## src/rtl/sha1r4_pkg.sv

```systemverilog
// Package: shared sizes, word type and helpers for the four-round unit.
// Assumes a 32-bit SHA-1 word; the lane count equals the round count.
package sha1r4_pkg;
    parameter int WORD_W  = 32;
    parameter int LANES   = 4;
    localparam int PACK_W = WORD_W * LANES;
    localparam int CNT_W  = $clog2(LANES);

    typedef logic [WORD_W-1:0] word_t;

    // Rotate a word left by a fixed amount.
    function automatic word_t rotl(input word_t x, input int unsigned n);
        return (x << n) | (x >> (WORD_W - n));
    endfunction
endpackage

```

## src/rtl/sha1r4_func.sv

```systemverilog
// Selects the boolean function and round constant from a 2-bit selector.
// Purely combinational; assumes the selector is held for a whole operation.
module sha1r4_func
    import sha1r4_pkg::*;
(
    input  logic [1:0] sel,
    input  word_t      b,
    input  word_t      c,
    input  word_t      d,
    output word_t      f,
    output word_t      k
);
    // Decode the selector into one function value and constant.
    always_comb begin
        unique case (sel)
            2'd0: begin f = (b & c) | (~b & d);          k = 32'h5A827999; end
            2'd1: begin f = b ^ c ^ d;                   k = 32'h6ED9EBA1; end
            2'd2: begin f = (b & c) | (b & d) | (c & d); k = 32'h8F1BBCDC; end
            default: begin f = b ^ c ^ d;                k = 32'hCA62C1D6; end
        endcase
    end
endmodule

```

## src/rtl/sha1r4_round.sv

```systemverilog
// One SHA-1 round: computes the next A..E from the current words, the
// current message lane and the selector. Combinational; E is zero in
// round 0 because the caller folded it into the first lane.
module sha1r4_round
    import sha1r4_pkg::*;
(
    input  logic [1:0] sel,
    input  word_t      a,
    input  word_t      b,
    input  word_t      c,
    input  word_t      d,
    input  word_t      e,
    input  word_t      w,
    output word_t      na,
    output word_t      nb,
    output word_t      nc,
    output word_t      nd,
    output word_t      ne
);
    word_t fv;
    word_t kv;

    sha1r4_func u_func (
        .sel (sel),
        .b   (b),
        .c   (c),
        .d   (d),
        .f   (fv),
        .k   (kv)
    );

    // Sum for the new A and the word shift for the rest.
    always_comb begin
        na = fv + rotl(a, 5) + w + e + kv;
        nb = a;
        nc = rotl(b, 30);
        nd = c;
        ne = d;
    end
endmodule

```

## src/rtl/sha1r4_ctrl.sv

```systemverilog
// Sequencer: accepts a start while idle, counts LANES rounds and raises
// the result strobe for one cycle. Assumes a synchronous active-low reset.
module sha1r4_ctrl
    import sha1r4_pkg::*;
(
    input  logic             clk,
    input  logic             rst_n,
    input  logic             in_valid,
    output logic             load,
    output logic             step,
    output logic             busy,
    output logic [CNT_W-1:0] rnd,
    output logic             out_valid
);
    localparam logic [CNT_W-1:0] LAST = CNT_W'(LANES - 1);

    // Start when idle; advance one round per cycle when busy.
    assign load = in_valid && !busy;
    assign step = busy;

    // Round counter, busy flag and result strobe.
    always_ff @(posedge clk) begin
        if (!rst_n) begin
            busy      <= 1'b0;
            rnd       <= '0;
            out_valid <= 1'b0;
        end else begin
            out_valid <= busy && (rnd == LAST);
            if (!busy) begin
                if (in_valid) begin
                    busy <= 1'b1;
                    rnd  <= '0;
                end
            end else if (rnd == LAST) begin
                busy <= 1'b0;
                rnd  <= '0;
            end else begin
                rnd <= rnd + 1'b1;
            end
        end
    end
endmodule

```

## src/rtl/sha1r4_core.sv

```systemverilog
// Top: four SHA-1 rounds over a packed state, one round per clock.
// Holds A..E, the message lanes and the selector in registers; the
// output is the live A..D registers, valid while out_valid is high.
module sha1r4_core
    import sha1r4_pkg::*;
(
    input  logic              clk,
    input  logic              rst_n,
    input  logic              in_valid,
    input  logic [PACK_W-1:0] in_state,
    input  logic [PACK_W-1:0] in_msg,
    input  logic [1:0]        in_sel,
    output logic              out_valid,
    output logic [PACK_W-1:0] out_state
);
    logic             load;
    logic             step;
    logic             busy_w;
    logic [CNT_W-1:0] rnd_w;

    word_t       a_q, b_q, c_q, d_q, e_q;
    word_t       na, nb, nc, nd, ne;
    logic [1:0]  sel_q;
    logic [PACK_W-1:0] msg_q;
    word_t       lane [LANES];
    word_t       w_cur;

    sha1r4_ctrl u_ctrl (
        .clk       (clk),
        .rst_n     (rst_n),
        .in_valid  (in_valid),
        .load      (load),
        .step      (step),
        .busy      (busy_w),
        .rnd       (rnd_w),
        .out_valid (out_valid)
    );

    // Unpack the message lanes; lane 0 sits in the top word.
    for (genvar i = 0; i < LANES; i++) begin : g_lane
        assign lane[i] = msg_q[(LANES-1-i)*WORD_W +: WORD_W];
    end

    assign w_cur = lane[rnd_w];

    sha1r4_round u_round (
        .sel (sel_q),
        .a   (a_q),
        .b   (b_q),
        .c   (c_q),
        .d   (d_q),
        .e   (e_q),
        .w   (w_cur),
        .na  (na),
        .nb  (nb),
        .nc  (nc),
        .nd  (nd),
        .ne  (ne)
    );

    // Capture operands on start, apply one round per busy cycle.
    always_ff @(posedge clk) begin
        if (!rst_n) begin
            {a_q, b_q, c_q, d_q, e_q} <= '0;
            msg_q <= '0;
            sel_q <= '0;
        end else if (load) begin
            {a_q, b_q, c_q, d_q} <= in_state;
            e_q   <= '0;
            msg_q <= in_msg;
            sel_q <= in_sel;
        end else if (step) begin
            a_q <= na;
            b_q <= nb;
            c_q <= nc;
            d_q <= nd;
            e_q <= ne;
        end
    end

    assign out_state = {a_q, b_q, c_q, d_q};
endmodule

```

## config.mk

```make
export PLATFORM = sky130hd
export DESIGN_NAME = sha1r4_core
export DESIGN_NICKNAME = d
export VERILOG_FILES = /design/src/rtl/sha1r4_pkg.sv /design/src/rtl/sha1r4_func.sv /design/src/rtl/sha1r4_round.sv /design/src/rtl/sha1r4_ctrl.sv /design/src/rtl/sha1r4_core.sv
export SDC_FILE = /design/constraint.sdc
export NUM_CORES = 1
export LEC_CHECK = 0
export BUFFER_PORTS_ARGS = -buffer_cell sky130_fd_sc_hd__buf_2
export CORE_ASPECT_RATIO = 2
export CORE_UTILIZATION = 50
export DETAILED_ROUTE_END_ITERATION = 6
export PLACE_DENSITY = 0.73
export SLEW_MARGIN = 30
export SYNTH_ARGS = -nofsm -noshare
export SYNTH_HDL_FRONTEND = slang
export SYNTH_HIERARCHICAL = 1
export SYNTH_SLANG_ARGS = --single-unit
```

## constraint.sdc

```tcl
create_clock -name clk -period 9.6 [get_ports clk]
set_clock_uncertainty 0.2 [all_clocks]
set_input_delay 1.92 -clock clk [delete_from_list [all_inputs] [get_ports clk]]
set_output_delay 1.92 -clock clk [all_outputs]
set_load 0.01 [all_outputs]
```

==> flow_summary.yaml <==
setup_path:
  critPathLaunch: "sel_q[1]$_SDFFE_PN0P_"
  worstReg2RegEnd: "a_q[31]$_SDFFE_PN0P_"
  start_kind: "register"
  crit_arrival_ns: 6.14
  crit_end: "a_q[31]$_SDFFE_PN0P_"
  reg2reg_from: "sel_q[1]$_SDFFE_PN0P_"
  rrSetupSlack_ns: 3.72
  cp.required_ns: 9.86
  crit_fanout: 22
  crit_type: "register to register"
  rr_worst_depth: 19
  end_kind: "register"
global_route:
  antenna_found_initial: 9
  gr-usage-all-layers_pct: 26.5
  overflow: 0
  grt_pass1_vias: 16143
  grt_pass1_wl_um: 89700
  grt_max_degree: 160
hold_path:
  whs_path_depth: 2
  hold_class: "register to register"
power:
  leakagePower_nw: 11.8
  ir_drop_mv: 0.140
  power_mw: 5.75
  power.density_nw_per_um2: 243
detailed_routing:
  wl_um: 59000
  routed-wl-met3_um: 2910
  wl_per_cell_um: 20.2
  drt_iter0_drc: 598
  viasPerCell: 5.34
  wl_met1_um: 22500
  final_antenna_net_count: 0
  firstDrtPassIters: 6
  top_layer: "met5"
  vias: 15575
  route.detailed.drc: 0
  met2_wirelength_um: 30800
die:
  rows: 107
  die-area_um2: 44300
  io_pins: 390
  dieHeight_um: 297
  fp.dieW_um: 149
  start_util_pct: 50.8
  core-area_um2: 42700
timing:
  setup_tns_ns: 0
  setup_viol: 0
  rsz0062_at_grt: "false"
  max_slew_margin_pct: 31.3
  slew_viol_final: 0
  fmax_ghz: 0.170
  fin_crit_sh_pct: 61.2
  setup_ws_ns: 3.72
  tightest_slew_ns: 1.03
  fin_crit_ns: 5.88
  finalHoldViolCount: 0
layout:
  utilization_pct: 55.5
  drive_above_1_share_pct: 27.9
  final_common_cell: "buf_2"
  fin_area_um2: 23700
  nets: 2767
  areaGrowthSynthToFinish_pct: 9.33
  layout_common_cells: "buf_2, inv_1, dfxtp_1"
placement:
  routabilityCongestion: 0.949
  io_buffers: 389
  pre_cts_slack_ns: 3.74
  dpl.hpwl_um: 44900
  placed_area_um2: 22600
clocking:
  root_buffer: "clkbuf_16"
  tritoncts: "built"
  cts_max_level: 1
  ctsHoldBuffers: 0
  numCtsBuffers: 29
  post_cts_buffers: 0
  clock_sinks: 294
  cts-resized-gates: 0
  worstSkewPairLatency_ns: 0.58
  cts.path.max_buffers: 3
  clk_pin_slew_ns: 0.06
flow_run:
  max-cap-violations: 0
logic_synthesis:
  synth-edff-count: 0
  synth.distinct_cells: 67
  netlist_area_um2: 21700
  ys_seq_elements: 294
  syn_area_per_cell_um2: 9.96
  postSynthCellCount: 2177
  ys_seq_area_share_pct: 27.1
  yosysWarnings: 6
  async_reset_ff_share_pct: 0
  ys.flop_type: "dfxtp_1"
run_status:
  outcome: "complete, no violations"
## metrics by stage
| step | hold slack [ns] | std cells |
|---|---|---|
| finish | 0.296 | 2915 |
| CTS | 0.300 | 2910 |
| global route | 0.318 | 2913 |
| detailed placement | 0.282 | 2856 |
| global placement | 0.272 | 2855 |
| floorplan | 0.260 | 2179 |
## registers in the layout, indices dropped and copies added (netlist names)
register / cells
sel_q: 2
u_ctrl/busy: 1
a_q: 32
e_q: 32
u_ctrl/out_valid: 1
lane: 128
d_q: 32
b_q: 32
c_q: 32
u_ctrl/rnd: 2
## logic make-up (layout without fill, tap and decap cells)
| group | after synthesis | count (layout) | share of synthesized area (%) |
|---|---|---|---|
| multiplexers | 355 | 355 | 20.1 |
| other | 2 | 9 | 0.0346 |
| AND/OR/NAND/NOR | 420 | 420 | 11.3 |
| flip-flops | 294 | 294 | 27.1 |
| AO/OA/AOI/OAI | 262 | 262 | 11.4 |
| buffers and inverters | 650 | 836 | 15.1 |
| XOR/XNOR | 30 | 30 | 1.21 |
| adder cells (fa/ha/maj) | 164 | 164 | 13.8 |
## cell usage after synthesis, drive strengths merged, types with 4 or more instances
library cell,number,share of area (%)
xor2,7,0.28
o21ai,14,0.32
nand3,16,0.37
a31o,4,0.16
and2,4,0.12
a21o,16,0.55
mux4,32,3.3
fa,124,11
inv,381,6.6
nor3,11,0.25
nand2,22,0.38
or2b,5,0.17
mux2i,195,9.0
o21a,7,0.24
and3,6,0.17
nand4,4,0.18
o221ai,33,2.2
o211ai,6,0.23
o211a,130,6.0
a21oi,26,0.62
nor2b,133,3.8
clkbuf,47,0.81
nand2b,159,4.6
nor2,52,0.91
dfxtp,294,27
buf,219,7.5
xnor2,23,0.93
ha,40,2.3
mux2,128,7.8
## cell type report
type                            count  area (um^2)
Sequential cell                   294         5890
Clock buffer                       38          800
Timing Repair Buffer              401         2090
Tap cell                          545          682
Clock inverter                     16          251
Multi-Input combinational cell   1235        12600
Antenna cell                        5         12.5
Fill cell                        3877        19000
Inverter                          381         1430
## per-layer routing
metal | global-route usage (%) | vias up
met5 | 0 | -
met4 | 12.2 | 12
met3 | 3.73 | 132
met2 | 48.7 | 465
met1 | 29.8 | 7645
li1 | - | 7321
## how the worst min path moves through the flow
stage,start,end,slack (ns)
final,e_q[8]$_SDFFE_PP0P_,e_q[8]$_SDFFE_PP0P_,0.30
after global routing,e_q[6]$_SDFFE_PP0P_,e_q[6]$_SDFFE_PP0P_,0.32
after CTS,e_q[6]$_SDFFE_PP0P_,e_q[6]$_SDFFE_PP0P_,0.30
after detailed placement,e_q[6]$_SDFFE_PP0P_,e_q[6]$_SDFFE_PP0P_,0.28
after global placement,e_q[23]$_SDFFE_PP0P_,e_q[23]$_SDFFE_PP0P_,0.27
after floorplan,e_q[10]$_SDFFE_PP0P_,e_q[10]$_SDFFE_PP0P_,0.26
## worst max-delay path, cell delays in order (launching register included)
cell and delay [ns]:
dfxtp_1 0.36, inv_1 0.15, ha_1 0.26, or2_2 0.44, buf_4 0.51, o221ai_1 0.24
fa_1 0.57, inv_1 0.05, fa_1 0.47, inv_1 0.04, ha_1 0.40, and3_1 0.21
a221oi_2 0.26, o21ai_0 0.20, o31ai_1 0.41, o2111ai_1 0.18, a31oi_1 0.22, xnor2_1 0.08
mux2_2 0.26, o211a_1 0.20
## report_power, final
group	leakage (nW)	internal [mW]	total, mW	switching (mW)
sequential	2.42	1.34	1.53	0.186
combinational	8.85	1.29	2.95	1.66
clock	0.515	0.752	1.28	0.528
Note: power is estimated with default switching activity, not from simulation.
